$ cat src/rtl/ts_fifo_pkg.sv
package ts_fifo_pkg;

    // Kind of a stored entry; the two kinds of a transmit record are adjacent.
    typedef enum logic [1:0] {
        K_RX_STAMP = 2'd0,
        K_TX_STAMP = 2'd1,
        K_TX_ID    = 2'd2
    } ent_kind_t;

    // Sticky overflow state.
    typedef enum logic {
        OVF_CLEAR   = 1'b0,
        OVF_FLAGGED = 1'b1
    } ovf_state_t;

    // Largest number of entries written in one cycle (receive + record).
    localparam int unsigned MAX_WRITES = 3;

endpackage

$ cat src/rtl/ts_fifo_admit.sv
module ts_fifo_admit
    import ts_fifo_pkg::*;
#(
    parameter type ent_t = logic,
    parameter int  DEPTH = 16,
    parameter int  CNT_W = 5
) (
    input  logic             rx_req,
    input  logic             tx_req,
    input  logic [CNT_W-1:0] occupancy,
    input  ent_t             rx_ent,
    input  ent_t             tx_stamp_ent,
    input  ent_t             tx_id_ent,
    output logic [1:0]       wr_cnt,
    output ent_t             wr_ent [MAX_WRITES],
    output logic             drop
);

    logic [CNT_W-1:0] free_now;
    logic [CNT_W-1:0] free_after_rx;
    logic             rx_ok;
    logic             tx_ok;

    // Space is judged on occupancy before any pop of this cycle.
    always_comb begin
        free_now      = CNT_W'(DEPTH) - occupancy;
        rx_ok         = rx_req && (free_now != '0);
        free_after_rx = free_now - CNT_W'(rx_ok);
        tx_ok         = tx_req && (free_after_rx >= CNT_W'(2));
        wr_cnt        = 2'(rx_ok) + (tx_ok ? 2'd2 : 2'd0);
        drop          = (rx_req && !rx_ok) || (tx_req && !tx_ok);
    end

    // Receive entry first, then the two record entries.
    always_comb begin
        wr_ent[0] = rx_ok ? rx_ent       : tx_stamp_ent;
        wr_ent[1] = rx_ok ? tx_stamp_ent : tx_id_ent;
        wr_ent[2] = tx_id_ent;
    end

endmodule

$ cat src/rtl/ts_fifo_store.sv
module ts_fifo_store
    import ts_fifo_pkg::*;
#(
    parameter type ent_t = logic,
    parameter int  DEPTH = 16,
    parameter int  PTR_W = $clog2(DEPTH),
    parameter int  CNT_W = PTR_W + 1
) (
    input  logic             clk,
    input  logic             rst_n,
    input  logic [1:0]       wr_cnt,
    input  ent_t             wr_ent [MAX_WRITES],
    input  logic             pop,
    output ent_t             head,
    output logic [CNT_W-1:0] occupancy
);

    logic [PTR_W-1:0] wr_ptr;
    logic [PTR_W-1:0] rd_ptr;
    logic [CNT_W-1:0] occ_q;
    logic             pop_eff;
    ent_t             slots [DEPTH];

    assign pop_eff   = pop && (occ_q != '0);
    assign occupancy = occ_q;
    assign head      = slots[rd_ptr];

    always_ff @(posedge clk or negedge rst_n) begin
        if (!rst_n) begin
            wr_ptr <= '0;
            rd_ptr <= '0;
            occ_q  <= '0;
        end else begin
            wr_ptr <= wr_ptr + PTR_W'(wr_cnt);
            rd_ptr <= rd_ptr + PTR_W'(pop_eff);
            occ_q  <= occ_q + CNT_W'(wr_cnt) - CNT_W'(pop_eff);
        end
    end

    // Each slot picks its write lane from its distance to the write pointer.
    for (genvar s = 0; s < DEPTH; s++) begin : g_slot
        logic [PTR_W-1:0] off;
        logic             hit;
        ent_t             slot_q;

        assign off = PTR_W'(s) - wr_ptr;
        assign hit = off < PTR_W'(wr_cnt);

        always_ff @(posedge clk or negedge rst_n) begin
            if (!rst_n) begin
                slot_q <= '0;
            end else if (hit) begin
                slot_q <= wr_ent[off[1:0]];
            end
        end

        assign slots[s] = slot_q;
    end

endmodule

$ cat src/rtl/ts_fifo_ovf.sv
module ts_fifo_ovf
    import ts_fifo_pkg::*;
(
    input  logic clk,
    input  logic rst_n,
    input  logic drop,
    input  logic clr,
    output logic flag
);

    ovf_state_t state_q;
    ovf_state_t state_d;

    always_comb begin
        state_d = state_q;
        unique case (state_q)
            OVF_CLEAR:   if (drop)         state_d = OVF_FLAGGED;
            OVF_FLAGGED: if (clr && !drop) state_d = OVF_CLEAR;
            default:                       state_d = OVF_CLEAR;
        endcase
    end

    always_ff @(posedge clk or negedge rst_n) begin
        if (!rst_n) state_q <= OVF_CLEAR;
        else        state_q <= state_d;
    end

    always_comb begin
        flag = (state_q == OVF_FLAGGED);
    end

endmodule

$ cat src/rtl/ts_twostep_fifo.sv
module ts_twostep_fifo
    import ts_fifo_pkg::*;
#(
    parameter int DEPTH  = 16,
    parameter int PORT_W = 7,
    parameter int NS_W   = 30,
    parameter int SUB_W  = 8,
    parameter int FID_W  = 16
) (
    input  logic              clk,
    input  logic              rst_n,
    input  logic              tx_push,
    input  logic [PORT_W-1:0] tx_port,
    input  logic [NS_W-1:0]   tx_nsec,
    input  logic [SUB_W-1:0]  tx_subns,
    input  logic [FID_W-1:0]  tx_fid,
    input  logic              rx_push,
    input  logic [PORT_W-1:0] rx_port,
    input  logic [NS_W-1:0]   rx_nsec,
    input  logic [SUB_W-1:0]  rx_subns,
    input  logic              cpu_next,
    input  logic              cpu_ovf_clr,
    output logic              st_valid,
    output logic              st_ovf,
    output logic              st_is_tx,
    output logic [PORT_W-1:0] st_port,
    output logic [NS_W-1:0]   rd_stamp,
    output logic [SUB_W-1:0]  rd_subns,
    output logic              irq
);

    localparam int PTR_W = $clog2(DEPTH);
    localparam int CNT_W = PTR_W + 1;

    typedef struct packed {
        ent_kind_t         kind;
        logic [PORT_W-1:0] port;
        logic [NS_W-1:0]   stamp;
        logic [SUB_W-1:0]  sub;
    } entry_t;

    entry_t           rx_ent;
    entry_t           tx_stamp_ent;
    entry_t           tx_id_ent;
    entry_t           head_ent;
    entry_t           wr_ent [MAX_WRITES];
    logic [1:0]       wr_cnt;
    logic             rec_drop;
    logic [CNT_W-1:0] occ;
    logic             head_is_stamp;
    logic             head_is_id;

    // Entry formatting: identifier splits into upper bits and a low byte.
    always_comb begin
        rx_ent       = '{kind: K_RX_STAMP, port: rx_port, stamp: rx_nsec, sub: rx_subns};
        tx_stamp_ent = '{kind: K_TX_STAMP, port: tx_port, stamp: tx_nsec, sub: tx_subns};
        tx_id_ent    = '{kind:  K_TX_ID,
                         port:  tx_port,
                         stamp: NS_W'(tx_fid[FID_W-1:SUB_W]),
                         sub:   tx_fid[SUB_W-1:0]};
    end

    ts_fifo_admit #(
        .ent_t (entry_t),
        .DEPTH (DEPTH),
        .CNT_W (CNT_W)
    ) u_admit (
        .rx_req       (rx_push),
        .tx_req       (tx_push),
        .occupancy    (occ),
        .rx_ent       (rx_ent),
        .tx_stamp_ent (tx_stamp_ent),
        .tx_id_ent    (tx_id_ent),
        .wr_cnt       (wr_cnt),
        .wr_ent       (wr_ent),
        .drop         (rec_drop)
    );

    ts_fifo_store #(
        .ent_t (entry_t),
        .DEPTH (DEPTH)
    ) u_store (
        .clk       (clk),
        .rst_n     (rst_n),
        .wr_cnt    (wr_cnt),
        .wr_ent    (wr_ent),
        .pop       (cpu_next),
        .head      (head_ent),
        .occupancy (occ)
    );

    ts_fifo_ovf u_ovf (
        .clk   (clk),
        .rst_n (rst_n),
        .drop  (rec_drop),
        .clr   (cpu_ovf_clr),
        .flag  (st_ovf)
    );

    // Register view of the head entry, zero while empty.
    always_comb begin
        st_valid      = (occ != '0);
        st_is_tx      = st_valid && (head_ent.kind != K_RX_STAMP);
        st_port       = st_valid ? head_ent.port  : '0;
        rd_stamp      = st_valid ? head_ent.stamp : '0;
        rd_subns      = st_valid ? head_ent.sub   : '0;
        irq           = st_valid;
        head_is_stamp = st_valid && (head_ent.kind == K_TX_STAMP);
        head_is_id    = st_valid && (head_ent.kind == K_TX_ID);
    end

endmodule

$ cat config.mk
export PLATFORM = sky130hd
export DESIGN_NAME = ts_twostep_fifo
export DESIGN_NICKNAME = d
export VERILOG_FILES = /design/src/rtl/ts_fifo_pkg.sv /design/src/rtl/ts_fifo_admit.sv /design/src/rtl/ts_fifo_store.sv /design/src/rtl/ts_fifo_ovf.sv /design/src/rtl/ts_twostep_fifo.sv
export SDC_FILE = /design/constraint.sdc
export NUM_CORES = 2
export LEC_CHECK = 0
export CAP_MARGIN = 0
export CELL_PAD_IN_SITES_DETAIL_PLACEMENT = 0
export CELL_PAD_IN_SITES_GLOBAL_PLACEMENT = 2
export CORE_MARGIN = 4
export CORE_UTILIZATION = 40
export DETAILED_ROUTE_END_ITERATION = 12
export DONT_BUFFER_PORTS = 1
export GPL_TIMING_DRIVEN = 0
export PLACE_DENSITY_LB_ADDON = 0.1
export SLEW_MARGIN = 0
export SYNTH_ARGS = -nofsm -noshare
export SYNTH_HDL_FRONTEND = slang
export SYNTH_SLANG_ARGS = --single-unit
$ cat constraint.sdc
create_clock -name clk -period 4.4 [get_ports clk]
set_input_delay 0.88 -clock clk [delete_from_list [all_inputs] [get_ports clk]]
set_output_delay 0.88 -clock clk [all_outputs]
set_load 0.03 [all_outputs]
==> out/qor.tcl <==
set qor(outcome) {complete, but fails checks}
set qor(failed_checks) {capacitance limit, slew limit, setup timing}
set qor(crit_path_start_kind) {flip-flop}
set qor(clkPwrFrac) 0.159
set qor(worst-endpoint-required_ns) 4.89
set qor(worst_max_slew_margin_expressed_relative_to_the_limit) -0.3890
set qor(reg2reg_setup_slack_ns) -0.04
set qor(r2r.worst_path.cells) 17
set qor(die_y_um) 320.9
set qor(synthTopCellsByArea) {sky130_fd_sc_hd__dfrtp_1 49%, sky130_fd_sc_hd__mux4_2 12%, sky130_fd_sc_hd__a22o_1 7.9%}
set qor(fin_ws_ns) -0.04043
set qor(skew_ns) 0.02662
set qor(achievable-frequency_ghz) 0.2252
set qor(placed_cells) 4730
set qor(worst_hold_path_type) {in2async}
set qor(route.vias.total) 34780
set qor(register_bit_count_reported_by_yosys) 766
set qor(synthesis.nets) 3592
set qor(pwr-share-comb) 0.606
set qor(r2r_end) {u_store.g_slot[10].slot_q[11]$_DFFE_PN0N_}
set qor(async_reset_ff_frac) 1.000
set qor(htree_levels) 3
set qor(intPower_mw) 24.73
set qor(worst-path-max-fanout) 18
set qor(global_route.usage.total) 0.3864
set qor(synthDistinctLibCells) 66
set qor(worst-setup-path-type) {reg2reg}
set qor(cts_made_buffers) 87
set qor(worstPathArrival_ns) 4.93
set qor(drc) 0
set qor(synth_top_cell_by_area) {sky130_fd_sc_hd__dfrtp_1}
set qor(postLayoutCellArea_mm2) 0.04688
set qor(insertion_delay_to_the_later_sink_of_the_worst_skew_pair_ns) 0.67
set qor(antenna_found_initial) 8
set qor(layout_area_growth_over_synthesis_pct) 19.70
set qor(avgViaCountPerCell) 7.035
set qor(final_layout_size_suffix_gt1_frac) 0.2535
set qor(synth_common_cells) {766 x sky130_fd_sc_hd__dfrtp_1, 391 x sky130_fd_sc_hd__nand2_1, 352 x sky130_fd_sc_hd__a22o_1}
set qor(finalNetCount) 3739
set qor(cap_violations) 1
set qor(detailedRoute.firstPassIterationCount) 6
set qor(powerDensity_mw_per_mm2) 1048
set qor(p_sw_frac) 0.4968
set qor(synthesized_cell_area_mm2) 0.03916
set qor(floorplan.initialDensity) 0.4043
set qor(tritoncts) {yes}
set qor(clk_path_buf_depth) 3
set qor(numClockSinks) 766
set qor(placedInstanceArea_mm2) 0.04091
set qor(synth_edf_count) 0
set qor(timing.final.max_slew_violations) 258
set qor(grt_first_pass_wirelength_mm) 278.5
set qor(synthMostInstantiatedCell) {sky130_fd_sc_hd__dfrtp_1}
set qor(synth_top_cell_area_share) 0.4895
set qor(worst_setup_path_end_kind) {flip-flop}
set qor(timing.final.crit_share) 1.009
set qor(rsz_0062_raised_after_global_routing) {yes}
set qor(core_area_mm2) 0.09685
set qor(number_of_non_filler_instances_in_the_completed_layout) 4944
set qor(pin_count_of_the_biggest_net_entering_global_routing) 767
set qor(clock_tree_root_buffer_cell) {sky130_fd_sc_hd__clkbuf_16}
set qor(power_switching_mw) 24.41
set qor(vdd_drop_max_mv) 0.6242
set qor(fp.dieArea_mm2) 0.1030
set qor(io_buffer_count) 0
set qor(worst-slew-pin-transition_ns) 2.083
set qor(ys_dominant_reg_cell) {sky130_fd_sc_hd__dfrtp_1}
set qor(top_level_i_o_count) 161
set qor(syn_area_per_cell_um2) 11.35
set qor(gp_congestion) 0.9623
set qor(detailedRoute.firstIterationViolations) 4615
set qor(gr-total-overflow) 0
set qor(power_frac_seq) 0.235
set qor(ys.warnings.count) 0
set qor(number_of_inserted_filler_cells_in_the_final_layout) 8751
set qor(drtAntennaViolNets) 0
set qor(period_minus_slack_ns) 4.440
set qor(final_setup_violating_endpoints) 13
set qor(wl_per_cell_um) 40.93
set qor(total_leakage_power_nw) 19.93
set qor(grt_pass1_vias) 34610
set qor(timing_hold_violations_final) 0
set qor(finalWirelength_mm) 202.4
set qor(reg2reg_from) {u_store.wr_ptr[0]$_DFF_PN0_}
set qor(cts.reportedPaths.clkPinSlew_ns) 0.06
set qor(dp_hpwl_mm) 137.9
set qor(synth_sequential_area_ratio) 0.4895
set qor(power.total_mw) 49.14
set qor(die_width_um) 320.9
set qor(placement_rows) 114
set qor(synthCells) 3449
==> cells in the final DEF, fill, tap and decap left out, drive strengths merged, types with 54 or more instances in the layout <==
master  count
a211oi     96
a21oi      98
a22o      352
a31oi      54
buf       166
clkbuf    353
dfrtp     766
mux4      210
nand2     391
nand3      69
nor2      157
nor2b      66
o21ai     303
o221ai     76
==> layout make-up <==
class	instances	area (µm²)	area share
Multi-Input combinational cell	2318	19680	0.4198
Sequential cell	766	19180	0.4091
Clock buffer	123	2564	0.05469
Buffer	327	2435	0.05194
Tap cell	1276	1597	0.03406
Timing Repair Buffer	72	854.6	0.01823
Clock inverter	35	467.9	0.009983
Inverter	24	97.59	0.002082
Antenna cell	3	7.507	0.0001601
==> logic make-up (layout without fill, tap and decap cells) <==
logic type	count (synthesis)	after routing	share of synthesized area
adders and majority gates	31	31	0.01048
xor gates and xnor gates	14	14	0.003131
DFF	766	766	0.4895
muxes	292	292	0.1427
and+or+nand+nor	832	832	0.09591
other	0	3	0
buffers and inverters	365	581	0.03796
AOI/OAI and AO/OA	1149	1149	0.2204
==> worst max-delay path, cell delays in order, from the launching register on <==
cell	delay, ns
sky130_fd_sc_hd__dfrtp_2	0.54
sky130_fd_sc_hd__buf_4	0.28
sky130_fd_sc_hd__inv_6	0.19
sky130_fd_sc_hd__buf_6	0.27
sky130_fd_sc_hd__ha_1	0.32
sky130_fd_sc_hd__clkbuf_2	0.29
sky130_fd_sc_hd__inv_1	0.19
sky130_fd_sc_hd__clkbuf_4	0.31
sky130_fd_sc_hd__clkbuf_8	0.29
sky130_fd_sc_hd__ha_4	0.23
sky130_fd_sc_hd__nor2b_4	0.14
sky130_fd_sc_hd__nor3b_2	0.17
sky130_fd_sc_hd__buf_4	0.19
sky130_fd_sc_hd__a21bo_4	0.29
sky130_fd_sc_hd__clkbuf_16	0.20
sky130_fd_sc_hd__clkbuf_16	0.19
sky130_fd_sc_hd__nand2_4	0.07
sky130_fd_sc_hd__o221ai_2	0.08
==> power groups by stage <==
| stage | clock network, mW | logic [mW] | registers (mW) |
|---|---|---|---|
| finish | 7.80 | 29.8 | 11.6 |
| global placement | 0 | 24.6 | 11.3 |
| detailed placement | 0 | 25.0 | 11.5 |
| floorplan | 0 | 14.8 | 10.9 |
| CTS | 7.82 | 28.1 | 11.4 |
| global route | 8.15 | 30.5 | 11.7 |
==> routing by layer <==
metal  vias up  routed length [µm]  global-route usage
li1      13440                   -                   -
met1     18180               75490              0.4901
met2      2532               90790              0.6009
met3       631               21090             0.09923
met4         0               15010              0.2292
met5         -                   0                   0
==> stage by stage <==
stage               setup slack, ns  hold WS, ns    util  TNS (ns)
floorplan                  0.004976       0.4446       -         0
global placement             -3.451       0.4562  0.4213  -1351.45
detailed placement           -2.953       0.4658  0.4224  -1236.29
CTS                         -0.1004      -0.1011  0.4778    -5.197
global route               -0.09357       0.1351  0.4839    -2.993
finish                     -0.04043       0.1011  0.4840   -0.3384
==> state kept, by name (all words and copies together), names as in the netlist <==
name                   cells
u_store.g_slot.slot_q    752
u_store.occupancy          5
u_store.rd_ptr             4
u_store.wr_ptr             4
u_ovf.flag                 1
==> how the worst max path moves through the flow <==
stage / slack [ns] / startpoint / cells past startpoint / end
after floorplan: 0.005 / u_store.occupancy[1]$_DFF_PN0_ / 24 / u_store.g_slot[4].slot_q[4]$_DFFE_PN0N_
after global placement: -3.45 / u_store.wr_ptr[1]$_DFF_PN0_ / 15 / u_store.g_slot[14].slot_q[4]$_DFFE_PN0N_
after detailed placement: -2.95 / u_store.wr_ptr[0]$_DFF_PN0_ / 16 / u_store.g_slot[14].slot_q[0]$_DFFE_PN0N_
after CTS: -0.10 / u_store.occupancy[3]$_DFF_PN0_ / 23 / u_store.g_slot[4].slot_q[6]$_DFFE_PN0N_
after global routing: -0.09 / u_store.occupancy[1]$_DFF_PN0_ / 21 / u_store.g_slot[4].slot_q[6]$_DFFE_PN0N_
final: -0.04 / u_store.wr_ptr[0]$_DFF_PN0_ / 17 / u_store.g_slot[10].slot_q[11]$_DFFE_PN0N_
==> repair_timing <==
item | in CTS | in global routing
setup endpoints to repair | 802 | 754
endpoints found under the hold margin | 214 | 87
gates cloned | 10 | 2
pin swaps | 44 | 30
buffers inserted | 35 | 18
resized for setup | 548 | 136
(Power assumes the default switching activity.)
